<file path="src/rtl/hib_pkg.sv">
package hib_pkg;

   // Controller states. HIB is the only state that reports hibernate mode.
   typedef enum logic [1:0] {
      PM_FULL  = 2'd0,
      PM_HIB   = 2'd1,
      PM_REARM = 2'd2
   } pm_state_e;

   // Wake source indices on the internal wake vector
   localparam int unsigned WK_PWR = 0;
   localparam int unsigned WK_TMR = 1;
   localparam int unsigned WK_CD  = 2;
   localparam int unsigned WK_N   = 3;

endpackage

</file>
<file path="src/rtl/hib_wake_sync.sv">
module hib_wake_sync #(
   parameter int unsigned N_SRC       = 3,
   parameter int unsigned SYNC_STAGES = 2,
   parameter logic [N_SRC-1:0] SYNC_MASK = '1
) (
   input  logic             clk_i,
   input  logic             rst_n_i,
   input  logic [N_SRC-1:0] raw_i,
   output logic [N_SRC-1:0] wake_o
);

   if (SYNC_STAGES < 2) begin : g_bad_stages
      $error("hib_wake_sync: SYNC_STAGES must be at least 2");
   end
   if (N_SRC < 1) begin : g_bad_src
      $error("hib_wake_sync: N_SRC must be at least 1");
   end

   for (genvar s = 0; s < N_SRC; s++) begin : g_src
      if (SYNC_MASK[s]) begin : g_sync
         logic [SYNC_STAGES-1:0] chain_q;
         always_ff @(posedge clk_i or negedge rst_n_i) begin
            if (!rst_n_i) chain_q <= '0;
            else          chain_q <= {chain_q[SYNC_STAGES-2:0], raw_i[s]};
         end
         assign wake_o[s] = chain_q[SYNC_STAGES-1];
      end else begin : g_direct
         assign wake_o[s] = raw_i[s];
      end
   end

endmodule

</file>
<file path="src/rtl/hib_mode_fsm.sv">
module hib_mode_fsm
   import hib_pkg::*;
#(
   parameter int unsigned EXT_DELAY = 1
) (
   input  logic      clk_i,
   input  logic      rst_n_i,
   input  logic      hib_req_i,
   input  logic      wake_any_i,
   output pm_state_e state_o,
   output logic      mode_chg_o
);

   localparam int unsigned CW = (EXT_DELAY < 2) ? 1 : $clog2(EXT_DELAY);

   if (EXT_DELAY < 1) begin : g_bad_delay
      $error("hib_mode_fsm: EXT_DELAY must be at least 1");
   end

   pm_state_e state_q, state_d;
   logic [CW-1:0] cnt_q, cnt_d;
   logic chg_q;

   always_comb begin
      state_d = state_q;
      cnt_d   = cnt_q;
      unique case (state_q)
         PM_FULL: begin
            if (hib_req_i && !wake_any_i) state_d = PM_HIB;
         end
         PM_HIB: begin
            if (wake_any_i) begin
               state_d = PM_REARM;
               cnt_d   = CW'(EXT_DELAY - 1);
            end
         end
         PM_REARM: begin
            if (cnt_q == '0) state_d = PM_FULL;
            else             cnt_d   = cnt_q - 1'b1;
         end
         default: state_d = PM_FULL;
      endcase
   end

   always_ff @(posedge clk_i or negedge rst_n_i) begin
      if (!rst_n_i) begin
         state_q <= PM_FULL;
         cnt_q   <= '0;
         chg_q   <= 1'b0;
      end else begin
         state_q <= state_d;
         cnt_q   <= cnt_d;
         chg_q   <= (state_d == PM_HIB) != (state_q == PM_HIB);
      end
   end

   assign state_o    = state_q;
   assign mode_chg_o = chg_q;

   // a clean request in full speed enters hibernate
   assert_enter_on_req_R2: assert property (@(posedge clk_i) disable iff (!rst_n_i)
      (state_q == PM_FULL && hib_req_i && !wake_any_i) |=> (state_q == PM_HIB));

   // hibernate holds until a wake event
   assert_hold_hib_R3: assert property (@(posedge clk_i) disable iff (!rst_n_i)
      (state_q == PM_HIB && !wake_any_i) |=> (state_q == PM_HIB));

   // a wake event beats a simultaneous request
   assert_wake_priority_R7: assert property (@(posedge clk_i) disable iff (!rst_n_i)
      (state_q == PM_FULL && wake_any_i) |=> (state_q == PM_FULL));

   // a wake in hibernate leaves it at the next edge
   assert_wake_exit_R4: assert property (@(posedge clk_i) disable iff (!rst_n_i)
      (state_q == PM_HIB && wake_any_i) |=> (state_q == PM_REARM));

endmodule

</file>
<file path="src/rtl/hib_clk_en.sv">
module hib_clk_en
   import hib_pkg::*;
#(
   parameter int unsigned N_UNITS = 4
) (
   input  pm_state_e          state_i,
   output logic [N_UNITS-1:0] core_en_o,
   output logic               bus_en_o,
   output logic               mst_en_o
);

   if (N_UNITS < 1) begin : g_bad_units
      $error("hib_clk_en: N_UNITS must be at least 1");
   end

   logic core_on, ext_on;
   assign core_on = (state_i != PM_HIB);
   assign ext_on  = (state_i == PM_FULL);

   for (genvar u = 0; u < N_UNITS; u++) begin : g_unit
      assign core_en_o[u] = core_on;
   end

   assign bus_en_o = ext_on;
   assign mst_en_o = ext_on;

endmodule

</file>
<file path="src/rtl/hib_pwr_ctrl.sv">
module hib_pwr_ctrl
   import hib_pkg::*;
#(
   parameter int unsigned N_UNITS     = 4,
   parameter int unsigned SYNC_STAGES = 2,
   parameter int unsigned EXT_DELAY   = 1,
   parameter logic [2:0]  SYNC_MASK   = 3'b101
) (
   input  logic               clk_aon_i,
   input  logic               rst_n_i,
   input  logic               hib_req_i,
   input  logic               pwr_btn_i,
   input  logic               wake_tmr_irq_i,
   input  logic               carrier_det_i,
   output logic [N_UNITS-1:0] core_clk_en_o,
   output logic               bus_clk_en_o,
   output logic               mst_clk_en_o,
   output logic               pwr_mode_o,
   output logic               mode_chg_o
);

   logic [WK_N-1:0] wake_raw, wake_vec;
   logic            wake_any;
   pm_state_e       state;

   assign wake_raw[WK_PWR] = pwr_btn_i;
   assign wake_raw[WK_TMR] = wake_tmr_irq_i;
   assign wake_raw[WK_CD]  = carrier_det_i;

   hib_wake_sync #(
      .N_SRC      (WK_N),
      .SYNC_STAGES(SYNC_STAGES),
      .SYNC_MASK  (SYNC_MASK)
   ) i_sync (
      .clk_i  (clk_aon_i),
      .rst_n_i(rst_n_i),
      .raw_i  (wake_raw),
      .wake_o (wake_vec)
   );

   assign wake_any = |wake_vec;

   hib_mode_fsm #(
      .EXT_DELAY(EXT_DELAY)
   ) i_fsm (
      .clk_i     (clk_aon_i),
      .rst_n_i   (rst_n_i),
      .hib_req_i (hib_req_i),
      .wake_any_i(wake_any),
      .state_o   (state),
      .mode_chg_o(mode_chg_o)
   );

   hib_clk_en #(
      .N_UNITS(N_UNITS)
   ) i_en (
      .state_i  (state),
      .core_en_o(core_clk_en_o),
      .bus_en_o (bus_clk_en_o),
      .mst_en_o (mst_clk_en_o)
   );

   assign pwr_mode_o = (state == PM_HIB);

   // hibernate mode means every enable is off
   assert_hib_all_off_R3: assert property (@(posedge clk_aon_i) disable iff (!rst_n_i)
      pwr_mode_o |-> (core_clk_en_o == '0 && !bus_clk_en_o && !mst_clk_en_o));

   // the external enables only come back once the core has run a cycle
   assert_ext_after_core_R6: assert property (@(posedge clk_aon_i) disable iff (!rst_n_i)
      $rose(bus_clk_en_o) |-> (&core_clk_en_o && $past(&core_clk_en_o) && mst_clk_en_o));

   // a pulse marks a change of mode
   assert_pulse_on_change_R8: assert property (@(posedge clk_aon_i) disable iff (!rst_n_i)
      mode_chg_o |-> (pwr_mode_o != $past(pwr_mode_o)));

   // every change of mode carries a pulse
   assert_change_has_pulse_R8: assert property (@(posedge clk_aon_i) disable iff (!rst_n_i)
      (pwr_mode_o != $past(pwr_mode_o)) |-> mode_chg_o);

endmodule

</file>
<file path="config.mk">
export PLATFORM = sky130hd
export DESIGN_NAME = hib_pwr_ctrl
export DESIGN_NICKNAME = d
export VERILOG_FILES = /design/src/rtl/hib_pkg.sv /design/src/rtl/hib_wake_sync.sv /design/src/rtl/hib_mode_fsm.sv /design/src/rtl/hib_clk_en.sv /design/src/rtl/hib_pwr_ctrl.sv
export SDC_FILE = /design/constraint.sdc
export NUM_CORES = 1
export LEC_CHECK = 0
export BUFFER_PORTS_ARGS = -buffer_cell sky130_fd_sc_hd__buf_2
export CORE_AREA = 5 5 42 44
export DETAILED_ROUTE_END_ITERATION = 10
export DIE_AREA = 0 0 47 49
export SYNTH_ARGS = -nofsm -noshare
export SYNTH_HDL_FRONTEND = slang
export SYNTH_SLANG_ARGS = --single-unit
</file>
<file path="constraint.sdc">
create_clock -name clk_aon_i -period 2.2 [get_ports clk_aon_i]
set_input_delay 0.22 -clock clk_aon_i [delete_from_list [all_inputs] [get_ports clk_aon_i]]
set_output_delay 0.22 -clock clk_aon_i [all_outputs]
set_load 0.01 [all_outputs]
</file>
==> flow_summary.yaml <==
grt:
  antenna_found_initial: 0
  grt_overflow: 0
  grt_pass1_wl_um: 807
  gr-usage-all-layers_pct: 5.39
  grt_max_degree: 8
  grt_pass1_vias: 189
synthesis:
  ys_seq_elements: 7
  synth_top_cells_by_count: "dfrtp_1 (7), buf_4 (5), nor2_1 (3)"
  yosysUniqueCellTypes: 9
  synthesis.instances: 21
  async_flop_share_pct: 100
  synth_nets: 27
  synth_area_leaders: "dfrtp_1 (65%), buf_4 (14%), nor2_1 (4.1%), mux2i_1 (3.7%), nor3_2 (3.7%)"
  synth_flop_cell: "dfrtp_1"
  synth-edff-count: 0
  synth.cell_area_um2: 272
  ys_seq_area_share_pct: 64.5
  yosysTopAreaCell: "dfrtp_1"
  yosys_warnings: 0
  synth_top_area_share_pct: 64.5
  synth_area_per_cell_um2: 12.9
  synth_most_common_cell: "dfrtp_1"
floorplanning:
  initial_core_util_pct: 19.4
  rows: 14
  die_x_um: 47
  core_area_um2: 1400
  ios: 14
  die_h_um: 49
  die_area_um2: 2300
detailed_routing:
  ant_nets: 0
  vias: 189
  drc: 0
  routed_wl_um: 474
  firstDrtPassIters: 2
  wl_per_cell_um: 9.48
  via_per_inst: 3.78
  drt_iter0_drc: 1
timing:
  finalHoldViolCount: 0
  setup_viol: 0
  maxSlewHeadroom_pct: 84.3
  holdWs_ns: 0.0817
  tightest_slew_ns: 0.234
  finalClockSkew_ns: 0.00660
  rsz0062_at_grt: "false"
  clock.fmax_ghz: 0.737
  min_period_over_period_pct: 61.7
  finalMaxSlewViolations: 0
  fin_tns_setup_ns: 0
  final.min_clock_period_ns: 1.36
worst_hold_path:
  min_path_type: "primary input to flip-flop"
  worstHoldStart: "pwr_btn_i"
setup_path:
  required_ns: 1.98
  r2r_start: "i_fsm.state_o[0]"
  crit_arrival_ns: 1.14
  critical_path_class: "flip-flop to primary output"
  crit_fanout: 7
  r2r_slack_ns: 1.22
  critPathLaunchType: "flip-flop"
  end_kind: "primary output"
  cp-startpoint: "i_fsm.state_o[1]"
status:
  run_status: "finished, final reports clean"
clocking:
  clkTransAtPathRegs_ns: 0.05
  tritoncts: "yes"
  post_cts_buffers: 0
  clockBufferDepth: 2
  cts_max_level: 1
  cts_buffers: 3
  root_buffer: "clkbuf_4"
  post_cts_resized: 0
  worstSkewPairLatency_ns: 0.25
  clock-sinks: 7
  ctsHoldBuffers: 1
power:
  power_frac_comb_pct: 8.3
  swShare_pct: 21.8
  power_switching_uw: 59.9
  leakage_uw: 0.000182
  seqPwrFrac_pct: 49.8
  pwr-share-clk_pct: 41.9
  p_per_area_nw_per_um2: 773
  irDropWorstVdd_mv: 0.334
  total_power_uw: 275
  intPower_uw: 215
final_layout:
  syn2layout_area_growth_pct: 30.9
  n_antenna_cell: 0
  drive_gt1_share_pct: 50.0
  nNetsFinal: 41
placed_design:
  globalplace.congestion: 0.551
  io_buffer_count: 13
job:
  cap_violations: 0
==> area by class of cell <==
cell class | count | area (um^2)
fillers | 159 | 1050
flip-flops and latches | 7 | 175
repair buffers | 14 | 75.1
multi-input cells | 8 | 55.1
clock buffers | 4 | 26.3
well taps | 16 | 20.0
inverters | 1 | 3.75
==> registers in the layout, summed over array words and instances, names as in the netlist <==
register	flops
i_fsm.state_o	2
i_fsm.mode_chg_o	1
i_sync.g_src.g_sync.chain_q	4
==> routing by layer <==
layer,track usage [%],vias to the layer above,part of all wire [%]
met5,0,-,0
met4,1.38,0,0
met3,6.64,0,22
met2,5.88,16,44
met1,6.50,86,34
li1,-,87,-
==> per-stage QoR <==
step	cell area [um^2]	setup WS [ns]	util [%]	std cells
after floorplan	272	1.16	-	21
after global placement	319	1.13	22.8	45
after detailed placement	319	1.10	22.8	45
after CTS	355	0.819	25.4	50
after global routing	355	0.773	25.4	50
final	355	0.843	25.4	50
==> layout by cell type (no fill, tap or decap) <==
cell,instances
inv_1,1
or3b_1,1
dlygate4sd3_1,1
dfrtp_1,7
nor3_2,1
nor3b_1,1
nor2_1,3
or2b_1,1
mux2i_1,1
clkbuf_4,3
clkbuf_1,1
buf_2,13
==> worst paths after layout <==
| check | cells past startpoint | end |
|---|---|---|
| setup / recovery | 3 | pwr_mode_o |
| hold / removal | 1 | i_sync.g_src[0].g_sync.chain_q[0] |
| setup reg to reg | 2 | i_fsm.mode_chg_o |
| hold reg to reg | 0 | i_sync.g_src[0].g_sync.chain_q[1] |
| max in group asynchronous | 2 | i_sync.g_src[0].g_sync.chain_q[0] |
| min in group asynchronous | 2 | i_fsm.mode_chg_o |
==> power groups by stage <==
| stage | sequential, uW | combinational, uW | clock [uW] |
|---|---|---|---|
| after detailed placement | 139 | 22.3 | 0 |
| final | 137 | 22.8 | 115 |
| after CTS | 137 | 23.7 | 123 |
| after global routing | 137 | 25.9 | 136 |
| after global placement | 139 | 21.7 | 0 |
| after floorplan | 139 | 12.5 | 0 |
==> logic make-up after synthesis <==
kind of cell,count (synthesis),synth area share [%]
and+or+nand+nor,7,16.6
buffers and inverters,6,15.2
muxes,1,3.69
DFF,7,64.5
==> worst max-delay path, stage by stage (launching register included) <==
cell and delay, ns:
dfrtp_1 0.39, or2b_1 0.30, inv_1 0.07, buf_2 0.12
(Power assumes the default switching activity.)
